## config.mk

```make
export PLATFORM = sky130hd
export DESIGN_NAME = deskew_loop_ctrl
export DESIGN_NICKNAME = d
export VERILOG_FILES = /design/src/rtl/deskew_pkg.sv /design/src/rtl/deskew_conf_filter.sv /design/src/rtl/deskew_delay_code.sv /design/src/rtl/deskew_loop_ctrl.sv
export SDC_FILE = /design/constraint.sdc
export NUM_CORES = 1
export LEC_CHECK = 0
export BUFFER_PORTS_ARGS = -buffer_cell sky130_fd_sc_hd__buf_2
export CAP_MARGIN = 20
export CELL_PAD_IN_SITES_DETAIL_PLACEMENT = 2
export CELL_PAD_IN_SITES_GLOBAL_PLACEMENT = 2
export CORE_MARGIN = 3
export CORE_UTILIZATION = 36
export CTS_CLUSTER_DIAMETER = 100
export DETAILED_ROUTE_END_ITERATION = 8
export PLACE_DENSITY = 0.78
export SYNTH_ARGS = -nofsm -noshare
export SYNTH_HDL_FRONTEND = slang
export SYNTH_SLANG_ARGS = --single-unit
```

## constraint.sdc

```tcl
create_clock -name clk -period 3.6 [get_ports clk]
set_input_delay 0.18 -clock clk [delete_from_list [all_inputs] [get_ports clk]]
set_output_delay 0.18 -clock clk [all_outputs]
set_load 0.01 [all_outputs]
```

## src/rtl/deskew_pkg.sv

```systemverilog
// Package: types shared by the deskew loop controller.
// Assumes: it is compiled before every module that imports it.
package deskew_pkg;
    // Step request passed from the confidence filter to the code stepper.
    typedef enum logic [1:0] {
        REQ_NONE = 2'd0,
        REQ_UP   = 2'd1,
        REQ_DN   = 2'd2
    } step_req_t;
endpackage

```

## src/rtl/deskew_conf_filter.sv

```systemverilog
// Module: deskew_conf_filter
// Accumulates lag (+1) and lead (-1) in a signed counter. On reaching
// +CONF_LIMIT or -CONF_LIMIT it issues a one-cycle request and returns to zero.
// Assumes: lead/lag are synchronous to clk; clear has priority over counting.
module deskew_conf_filter
    import deskew_pkg::*;
#(
    parameter int CONF_LIMIT = 8
) (
    input  logic      clk,
    input  logic      rst_n,
    input  logic      clear,
    input  logic      lead,
    input  logic      lag,
    output step_req_t req
);
    localparam int CNT_W = $clog2(CONF_LIMIT) + 2;
    localparam logic signed [CNT_W-1:0] POS = CNT_W'(CONF_LIMIT);
    localparam logic signed [CNT_W-1:0] NEG = -POS;
    localparam logic signed [CNT_W-1:0] ONE = CNT_W'(1);

    logic signed [CNT_W-1:0] cnt;
    logic signed [CNT_W-1:0] cnt_nx;

    // Next count: a lone lag counts up, a lone lead counts down, otherwise hold.
    always_comb begin
        cnt_nx = cnt;
        if (lag && !lead)
            cnt_nx = cnt + ONE;
        else if (lead && !lag)
            cnt_nx = cnt - ONE;
    end

    // Counter register and request output; a threshold hit emits and re-zeros.
    always_ff @(posedge clk) begin
        if (!rst_n || clear) begin
            cnt <= '0;
            req <= REQ_NONE;
        end else if (cnt_nx == POS) begin
            cnt <= '0;
            req <= REQ_UP;
        end else if (cnt_nx == NEG) begin
            cnt <= '0;
            req <= REQ_DN;
        end else begin
            cnt <= cnt_nx;
            req <= REQ_NONE;
        end
    end

    // the stored count always stays strictly inside the thresholds.
    assert_cnt_bound_R5: assert property (@(posedge clk) disable iff (!rst_n)
        (cnt < POS) && (cnt > NEG));

    // a request is always issued with the counter back at zero.
    assert_emit_rezero_R5: assert property (@(posedge clk) disable iff (!rst_n)
        (req != REQ_NONE) |-> (cnt == '0));

    // a clear leaves the counter at zero with no request pending.
    assert_clear_empties_R9: assert property (@(posedge clk) disable iff (!rst_n)
        clear |=> (cnt == '0) && (req == REQ_NONE));
endmodule

```

## src/rtl/deskew_delay_code.sv

```systemverilog
// Module: deskew_delay_code
// Holds the coarse stage-enable code and the fine load code. It moves their
// combined index by one per request, rolling fine into coarse. Requests that
// would leave the range are dropped and flagged.
// Assumes: at most one request per cycle; restart has priority over requests.
module deskew_delay_code
    import deskew_pkg::*;
#(
    parameter int COARSE_W = 4,
    parameter int FINE_W   = 3
) (
    input  logic                clk,
    input  logic                rst_n,
    input  logic                restart,
    input  step_req_t           req,
    output logic [COARSE_W-1:0] coarse,
    output logic [FINE_W-1:0]   fine,
    output logic                range_limit
);
    localparam int IDX_W = COARSE_W + FINE_W;
    localparam logic [COARSE_W-1:0] C_MAX = '1;
    localparam logic [COARSE_W-1:0] C_MID = COARSE_W'(1 << (COARSE_W - 1));
    localparam logic [FINE_W-1:0]   F_MAX = '1;

    logic at_top;
    logic at_bot;
    logic [IDX_W-1:0] idx;

    // Range-end detection on the combined code.
    always_comb begin
        at_top = (coarse == C_MAX) && (fine == F_MAX);
        at_bot = (coarse == '0) && (fine == '0);
        idx    = {coarse, fine};
    end

    // Code register: re-centre, step with fine-to-coarse carry, or drop at an end.
    always_ff @(posedge clk) begin
        if (!rst_n || restart) begin
            coarse      <= C_MID;
            fine        <= '0;
            range_limit <= 1'b0;
        end else if (req == REQ_UP) begin
            if (at_top) begin
                range_limit <= 1'b1;
            end else begin
                range_limit <= 1'b0;
                if (fine == F_MAX) begin
                    fine   <= '0;
                    coarse <= coarse + 1'b1;
                end else begin
                    fine <= fine + 1'b1;
                end
            end
        end else if (req == REQ_DN) begin
            if (at_bot) begin
                range_limit <= 1'b1;
            end else begin
                range_limit <= 1'b0;
                if (fine == '0) begin
                    fine   <= F_MAX;
                    coarse <= coarse - 1'b1;
                end else begin
                    fine <= fine - 1'b1;
                end
            end
        end
    end

    // an applied up request advances the combined index by exactly one.
    assert_step_up_R6: assert property (@(posedge clk) disable iff (!rst_n)
        (req == REQ_UP) && !at_top && !restart |=> ($past(idx) == idx - IDX_W'(1)));

    // an applied down request retreats the combined index by exactly one.
    assert_step_dn_R6: assert property (@(posedge clk) disable iff (!rst_n)
        (req == REQ_DN) && !at_bot && !restart |=> ($past(idx) == idx + IDX_W'(1)));

    // a request past either end leaves the codes alone and raises the flag.
    assert_hold_at_end_R7: assert property (@(posedge clk) disable iff (!rst_n)
        (((req == REQ_UP) && at_top) || ((req == REQ_DN) && at_bot)) && !restart
        |=> $stable(idx) && range_limit);

    // restart returns the codes to mid-range with the flag clear.
    assert_restart_mid_R9: assert property (@(posedge clk) disable iff (!rst_n)
        restart |=> (coarse == C_MID) && (fine == '0) && !range_limit);
endmodule

```

## src/rtl/deskew_loop_ctrl.sv

```systemverilog
// Module: deskew_loop_ctrl (top)
// Digital control loop of a data-deskew recovery path: a confidence filter
// on the phase detector's lead/lag flags, feeding a coarse/fine code stepper.
// Assumes: inputs synchronous to clk; reset held for at least one edge.
module deskew_loop_ctrl
    import deskew_pkg::*;
#(
    parameter int CONF_LIMIT = 8,
    parameter int COARSE_W   = 4,
    parameter int FINE_W     = 3
) (
    input  logic                clk,
    input  logic                rst_n,
    input  logic                burst_start,
    input  logic                lead,
    input  logic                lag,
    output logic [COARSE_W-1:0] coarse_code,
    output logic [FINE_W-1:0]   fine_code,
    output logic                range_limit
);
    step_req_t step_req;

    // Evidence filter: lead/lag flags in, single step requests out.
    deskew_conf_filter #(
        .CONF_LIMIT (CONF_LIMIT)
    ) u_filter (
        .clk   (clk),
        .rst_n (rst_n),
        .clear (burst_start),
        .lead  (lead),
        .lag   (lag),
        .req   (step_req)
    );

    // Code stepper: requests in, stage-enable and load codes out.
    deskew_delay_code #(
        .COARSE_W (COARSE_W),
        .FINE_W   (FINE_W)
    ) u_code (
        .clk         (clk),
        .rst_n       (rst_n),
        .restart     (burst_start),
        .req         (step_req),
        .coarse      (coarse_code),
        .fine        (fine_code),
        .range_limit (range_limit)
    );
endmodule

```

# Word-level counts from Yosys, hierarchy flattened
# Cells that the tools add are included.
# classes
n_reduce_logical	16
n_mux	20
eq_ne	9
addsub	6
# ops
op	n
$mux W4	6
$mux W3	6
$mux W5	2
$ne A2 B2 Y1 const B	3
$add A5 B2 Y5 const B	1
$eq A5 B4 Y1 const B	1
$eq A5 B5 Y1 const B	1
$mux W1	5
$reduce_and A5 Y1	1
$sub A5 B2 Y5 const B	1
$add A4 B1 Y4 const B	1
$eq A4 B4 Y1 const B	1
$logic_and A1 B1 Y1	4
$logic_not A4 Y1	1
$reduce_bool A2 Y1	2
$sub A4 B1 Y4 const B	1
$add A3 B1 Y3 const B	1
$eq A3 B3 Y1 const B	1
$logic_not A1 Y1	3
$logic_not A3 Y1	1
$reduce_and A3 Y1	1
$reduce_or A3 Y1	1
$sub A3 B1 Y3 const B	1
$eq A2 B1 Y1 const B	1
4 further kinds	4
# word_totals
inputBits	5
ff_bits	15
elab_cells	57
out_inout_bits	8

# Logic depth before layout (Yosys ltp)
# Gate-level depths: netlist of run 1.
# depth
word_depth	7
ltp_mapped	9
ltp_nobuf	9

# Cells and area by module
# A second synthesis of run 1 with hierarchy kept.
# hier_totals
cells_unflattened	109
hier_area_um2	1049.8
# by_module_without_submodules
mod	cells_each	instances	seq_area_each_um2	area_each_um2
deskew_delay_code	66	1	160.2	614.3
deskew_conf_filter	43	1	140.1	435.4

# Worst setup path before layout of run 1
# OpenSTA, ideal clock, no wires.
# synth_path
path_type	reg-to-reg
from	register u_filter.req[1]
to	register u_code.coarse[3]
setup_ns	0.123
path_stages_with_launch	10
period_less_slack_ns	1.845
n_path_buf	0
arrival_time_ns	1.722
t_required_ns	3.477
slack_ns	1.755
path_cell_list	dfxtp_1 inv_1 ha_1 inv_1 ha_1 a21o_2 a21oi_1 xnor2_1 and3_1 o21ai_1
# synth_via
elab_chain_len	3
elab_cells_between_ends	9
cone_classes	eq/ne: 5; mux: 1; reduce/logical: 3
# synth_rtl
item	line_no	source
start, declared	deskew_conf_filter.sv:15	output step_req_t req
start signal, assigned	deskew_conf_filter.sv:38	req <= REQ_NONE;
start signal, assigned	deskew_conf_filter.sv:41	req <= REQ_UP;
start signal, assigned	deskew_conf_filter.sv:44	req <= REQ_DN;
$eq A2 B1 Y1 or $eq A2 B2 Y1 (tied branches)	deskew_delay_code.sv:42, deskew_delay_code.sv:54	
$ne A2 B2 Y1 (no line) or $reduce_bool A2 Y1 (tied branches)	n/a	
$reduce_and A5 Y1 (no line)	n/a	
end signal, assigned	deskew_delay_code.sv:49	coarse <= coarse + 1'b1;
end signal, assigned	deskew_delay_code.sv:61	coarse <= coarse - 1'b1;
end, declared	deskew_delay_code.sv:16	output logic [COARSE_W-1:0] coarse,
# Parallel ways exist; a longest one is shown, timed or not.
# A chain may end at the register's enable or synchronous reset.

# Worst setup path in the final report of run 1
# Same ends and word-level chain as after synthesis.

==> flow_metrics.env, run 1 <==
export IMPL_outcome="finished clean"
export IMPL_avgSynthCellArea_um2=8.58
export IMPL_yosysMostFrequentCell="dfxtp_1"
export IMPL_post_cts_buffers=0
export IMPL_ys_flop_type="dfxtp_1"
export IMPL_place_gp_congestion=0.789
export IMPL_fmax_mhz=469
export IMPL_synth_seq_cells=15
export IMPL_slew_headroom_pct=68.2
export IMPL_synth_net_count=127
export IMPL_power_density_mw_per_mm2=303
export IMPL_nets=140
export IMPL_avgViaCountPerCell=5.44
export IMPL_skew_ns=0.00287
export IMPL_ant_nets=0
export IMPL_finalPower_uw=324
export IMPL_internal_power_uw=233
export IMPL_fin_crit_ns=2.13
export IMPL_period_share_pct=59.2
export IMPL_yosys_top_cells_area="dfxtp_1, ha_1, nor2_1"
export IMPL_hpwl_um=1960
export IMPL_die_h_um=57.7
export IMPL_power_frac_seq_pct=54.0
export IMPL_area_delta_synth_final_pct=11.2
export IMPL_num_rows=18
export IMPL_slowest_delay_ns=0.33
export IMPL_critical_path_class="reg2reg"
export IMPL_hp_class="in2reg"
export IMPL_fin_hold_ws_ns=0.136
export IMPL_grt_antenna_before_repair=0
export IMPL_worst_setup_path_end_kind="flop"
export IMPL_cts_clk_slew_worst_paths_ns=0.10
export IMPL_core_mm2=0.00250
export IMPL_synth_edff_count=0
export IMPL_critPathMaxFanout=8
export IMPL_cts_buffers=3
export IMPL_synth_common_cells="dfxtp_1, nor2_1, ha_1"
export IMPL_grt_pass1_vias=922
export IMPL_diodes=0
export IMPL_cp_arrival_ns=2.31
export IMPL_fin_tns_setup_ns=0
export IMPL_worstPathRequired_ns=3.78
export IMPL_cts_tree="yes"
export IMPL_worst_slew_pin_slew_ns=0.477
export IMPL_chipWidth_um=57.7
export IMPL_ctsResizeCount=0
export IMPL_die_area_mm2=0.00333
export IMPL_path_cells="inv_1 -> ha_1 -> inv_1 -> ha_1 -> a21o_2 -> a21oi_1 -> xnor2_1 -> and3_1 -> o21ai_1"
export IMPL_placed_area_mm2=0.00104
export IMPL_cts_hold_buf=0
export IMPL_cts_htree_levels=1
export IMPL_power_switching_uw=90.2
export IMPL_yosysSeqAreaShare_pct=31.3
export IMPL_root_buffer="clkbuf_4"
export IMPL_grt_max_degree=13
export IMPL_globalRouteOverflowTotal=0
export IMPL_dr_pass1_iters=3
export IMPL_drc=0
export IMPL_syn_area_um2=961
export IMPL_fill_cells=301
export IMPL_combPwrFrac_pct=14.8
export IMPL_p_sw_share_pct=27.9
export IMPL_synthDistinctLibCells=39
export IMPL_hold_viol=0
export IMPL_io_buffer_count=12
export IMPL_vdd_drop_max_v=0.000138
export IMPL_worst_skew_pair_late_latency_ns=0.28
export IMPL_drtIter0Drc=12
export IMPL_cap_viol_max_count=0
export IMPL_final_setup_viol_count=0
export IMPL_final_cell_area_mm2=0.00107
export IMPL_p_clk_share_pct=31.2
export IMPL_cp_slowest_cell="dfxtp_1"
export IMPL_io_pins=13
export IMPL_ys_warnings_count=0
export IMPL_final_layout_size_suffix_gt1_share_pct=16.9
export IMPL_grt_usage_pct=17.3
export IMPL_syn_inst=112
export IMPL_routedWlPerCell_um=15.9
export IMPL_vias=838
export IMPL_yosys_area_top_type_share_pct=31.3
export IMPL_drt_wl_total_um=2450
export IMPL_grt_pass1_wl_um=4430
export IMPL_cts_num_sinks=15
export IMPL_rsz0062_at_grt="false"
export IMPL_p_leak_uw=0.000419
export IMPL_startpoint_type="flop"
export IMPL_drv_slew=0
export IMPL_synth_largest_area_cell="dfxtp_1"
export IMPL_start_util_pct=38.4
export IMPL_ys_async_sr_fraction_pct=0
export IMPL_clk_path_buf_depth=2
==> power by group through the flow <==
stage / clock network [uW] / logic [uW] / registers (uW)
5_1_grt: 112 / 55.6 / 176
2_1_floorplan: 0 / 37.2 / 177
4_1_cts: 107 / 48.8 / 175
6_report: 101 / 47.9 / 175
3_5_place_dp: 0 / 48.3 / 179
3_3_place_gp: 0 / 44.9 / 178
==> routing by layer <==
layer | vias up | global-route usage (%) | routed length, um
li1 | 415 | - | -
met3 | 2 | 2.00 | 59
met4 | 0 | 6.62 | 19
met5 | - | 0 | 0
met1 | 413 | 24.9 | 1210
met2 | 8 | 26.5 | 1170
==> layout make-up <==
cell class / instances / area, um2 / area share [%]
Multi-Input combinational cell: 86 / 618 / 57.8
Sequential cell: 15 / 300 / 28.1
Timing Repair Buffer: 12 / 60.1 / 5.62
Tap cell: 30 / 37.5 / 3.51
Clock buffer: 4 / 26.3 / 2.46
Inverter: 7 / 26.3 / 2.46
==> flip-flops by register name, indices dropped and copies added (netlist names) <==
name,flops
u_filter.req,2
u_code.range_limit,1
u_filter.cnt,5
u_code.coarse,4
u_code.fine,3
==> cells by family after synthesis <==
kind of cell             share of synthesized area, %
AO/OA/AOI/OAI                                    17.2
XOR/XNOR                                         6.38
adder cells (fa/ha/maj)                          13.8
buffers and inverters                            4.43
flip-flops                                       31.3
multiplexers                                     2.21
AND/OR/NAND/NOR                                  24.7
==> final timing paths <==
path	endpoint	slack, ns	cells past startpoint	startpoint
max	u_code.coarse[3]	1.47	9	u_filter.req[1]
max reg2reg	u_code.coarse[3]	1.47	9	u_filter.req[1]
min reg2reg	u_code.range_limit	0.51	2	u_code.range_limit
min	u_code.coarse[3]	0.14	3	burst_start
==> critical path, delay by kind of cell (launching register included) <==
family	cells	cell delay (ns)
compound gates	3	0.47
fa+ha+maj	2	0.54
buf+inv	2	0.31
simple gates	1	0.20
xor+xnor	1	0.18
flops	1	0.33
==> layout by cell type, fill, tap and decap left out, drive strengths merged, types with 2 or more instances in the layout <==
cell type   n
and3        2
dfxtp      15
nand3b      2
nor3b       2
nor3        4
clkbuf      4
xor2        2
nor2       13
nor2b       5
inv         7
buf        12
xnor2       5
ha          9
a21oi       7
a211oi      5
nand3       2
nand2       7
o21ai       4
==> metrics by stage <==
step                      cells  setup WS, ns  util (%)
after detailed placement    150          1.48      41.7
after global routing        154          1.27      42.7
after global placement      150          1.66      41.7
final                       154          1.47      42.7
after floorplan             112          1.75         -
after CTS                   154          1.46      42.7
No activity file was read; power rests on OpenSTA's default activity.
==> run 2: changes to the inputs <==
--- a/config.mk
+++ b/config.mk
@@ -10,10 +10,10 @@
 export CELL_PAD_IN_SITES_DETAIL_PLACEMENT = 2
 export CELL_PAD_IN_SITES_GLOBAL_PLACEMENT = 2
 export CORE_MARGIN = 3
-export CORE_UTILIZATION = 36
+export CORE_UTILIZATION = 33
 export CTS_CLUSTER_DIAMETER = 100
 export DETAILED_ROUTE_END_ITERATION = 8
-export PLACE_DENSITY = 0.78
+export PLACE_DENSITY = 0.72
 export SYNTH_ARGS = -nofsm -noshare
 export SYNTH_HDL_FRONTEND = slang
 export SYNTH_SLANG_ARGS = --single-unit
==> constraint.sdc (replaced) <==
create_clock -name clk -period 2.2 [get_ports clk]
set_input_delay 0.11 -clock clk [delete_from_list [all_inputs] [get_ports clk]]
set_output_delay 0.11 -clock clk [all_outputs]
set_load 0.01 [all_outputs]
==> flow_metrics.env, run 2 (synthesized netlist as in run 1, its figures left out) <==
export IMPL_start_util_pct=36.8
export IMPL_met1_usage_pct=21.4
export IMPL_nets=142
export IMPL_drc=0
export IMPL_skew_ns=0.00577
export IMPL_period_share_pct=90.1
export IMPL_top_register="u_filter.cnt"
export IMPL_hpwl_um=1850
export IMPL_drt_wl_total_um=2390
export IMPL_io_buffer_count=12
export IMPL_worst_slew_pin_slew_ns=0.479
export IMPL_die_area_mm2=0.00360
export IMPL_fin_cells=156
export IMPL_met2_usage_pct=23.9
export IMPL_largest_reg_flops=5
export IMPL_top_regs="u_filter.cnt (5), u_code.coarse (4), u_code.fine (3)"
export IMPL_ff_latch_area_um2=300
export IMPL_io_pins=13
export IMPL_place_inst=152
export IMPL_grt_max_degree=13
export IMPL_cts_clk_slew_worst_paths_ns=0.10
export IMPL_place_gp_congestion=0.736
export IMPL_root_buffer="clkbuf_4"
export IMPL_rsz0062_at_grt="false"
export IMPL_num_rows=18
export IMPL_cp_arrival_ns=2.17
export IMPL_vdd_drop_max_v=0.000261
export IMPL_worstPathRequired_ns=2.38
export IMPL_finalPower_uw=533
export IMPL_critical_path_class="reg2reg"
export IMPL_drv_slew=0
export IMPL_startpoint_type="flop"
export IMPL_cts_num_sinks=15
export IMPL_grt_antenna_before_repair=0
export IMPL_diodes=0
export IMPL_fmax_mhz=505
export IMPL_cp_slowest_cell="dfxtp_1"
export IMPL_power_density_mw_per_mm2=492
export IMPL_final_cell_mix="dfxtp_1, nor2_1, buf_2"
export IMPL_avgViaCountPerCell=5.45
export IMPL_ant_nets=0
export IMPL_fin_tns_setup_ns=0
export IMPL_multi_input_area_um2=618
export IMPL_grt_usage_pct=15.6
export IMPL_post_cts_buffers=0
export IMPL_dr_pass1_iters=4
export IMPL_layout_commonest_cell="dfxtp_1"
export IMPL_critPathMaxFanout=7
export IMPL_fin_crit_ns=1.98
export IMPL_drtIter0Drc=23
export IMPL_path_delay_family="adder cells"
export IMPL_cap_viol_max_count=0
export IMPL_worst_skew_pair_late_latency_ns=0.29
export IMPL_grt_pass1_wl_um=4150
export IMPL_cts_buffers=3
export IMPL_worst_setup_path_end_kind="flop"
export IMPL_core_mm2=0.00261
export IMPL_hp_class="in2reg"
export IMPL_cts_htree_levels=1
export IMPL_die_h_um=60.0
export IMPL_p_leak_uw=0.000428
export IMPL_grt_pass1_vias=863
export IMPL_area_delta_synth_final_pct=12.8
export IMPL_final_layout_size_suffix_gt1_share_pct=18.3
export IMPL_grt_busiest_layer="met2"
export IMPL_cts_hold_buf=0
export IMPL_fill_cells=312
export IMPL_ctsResizeCount=0
export IMPL_cts_tree="yes"
export IMPL_outcome="finished clean"
export IMPL_critical_path_buf_inv_count=3
export IMPL_routedWlPerCell_um=15.3
export IMPL_slowest_delay_ns=0.31
export IMPL_gr_usage_met3_pct=1.94
export IMPL_path_cells="inv_1 -> ha_1 -> inv_1 -> buf_4 -> ha_1 -> a21oi_1 -> xnor2_1 -> and3_1 -> o21ai_1"
export IMPL_vias=850
export IMPL_hold_viol=0
export IMPL_slew_headroom_pct=68.1
export IMPL_final_setup_viol_count=0
export IMPL_chipWidth_um=60.0
export IMPL_globalRouteOverflowTotal=0
export IMPL_clk_path_buf_depth=2
[run 2: changes by cell type in the layout (fill, tap and decap cells not counted)]
cell / before / now
buf_4: 0 / 2
[run 2: metrics by stage]
stage                     hold WS (ns)  setup slack, ns  util [%]  area [um2]
final                           0.0540            0.218      41.5        1080
after floorplan                  0.236            0.355         -         961
after detailed placement         0.366            0.241      40.5        1060
after global placement           0.350            0.376      40.5        1060
after CTS                       0.0465            0.196      41.5        1080
after global routing            0.0834           0.0657      41.5        1080
[run 2: worst paths after layout]
kind / from / to / slack (ns) / depth (start not counted)
worst min-delay path: burst_start / u_code.coarse[3] / 0.05 / 3
worst max-delay path: u_filter.req[1] / u_code.coarse[3] / 0.22 / 9
worst min register to register: u_code.range_limit / u_code.range_limit / 0.52 / 2
worst max register to register: u_filter.req[1] / u_code.coarse[3] / 0.22 / 9
[run 2: final cells by class]
cell class              instances  area share, %
well taps                      30           3.46
clock buffers                   4           2.42
inverters                       7           2.42
repair buffers                 14           6.93
multi-input cells              86           57.0
flip-flops and latches         15           27.7
[run 2: power breakdown]
group	switching, uW	internal [uW]
Sequential	6.19	278
Clock	96.1	70.5
Combinational	46.5	35.8
[run 2: tightest hold or removal path, stage by stage]
cell     delay (ns)
buf_2          0.08
nor2b_1        0.06
o21ai_1        0.06
[run 2: routing by layer]
layer  vias to the layer above  wire, um
met5                         -         0
met4                         0        37
met3                         4        69
met2                        13      1090
met1                       411      1200
li1                        422         -
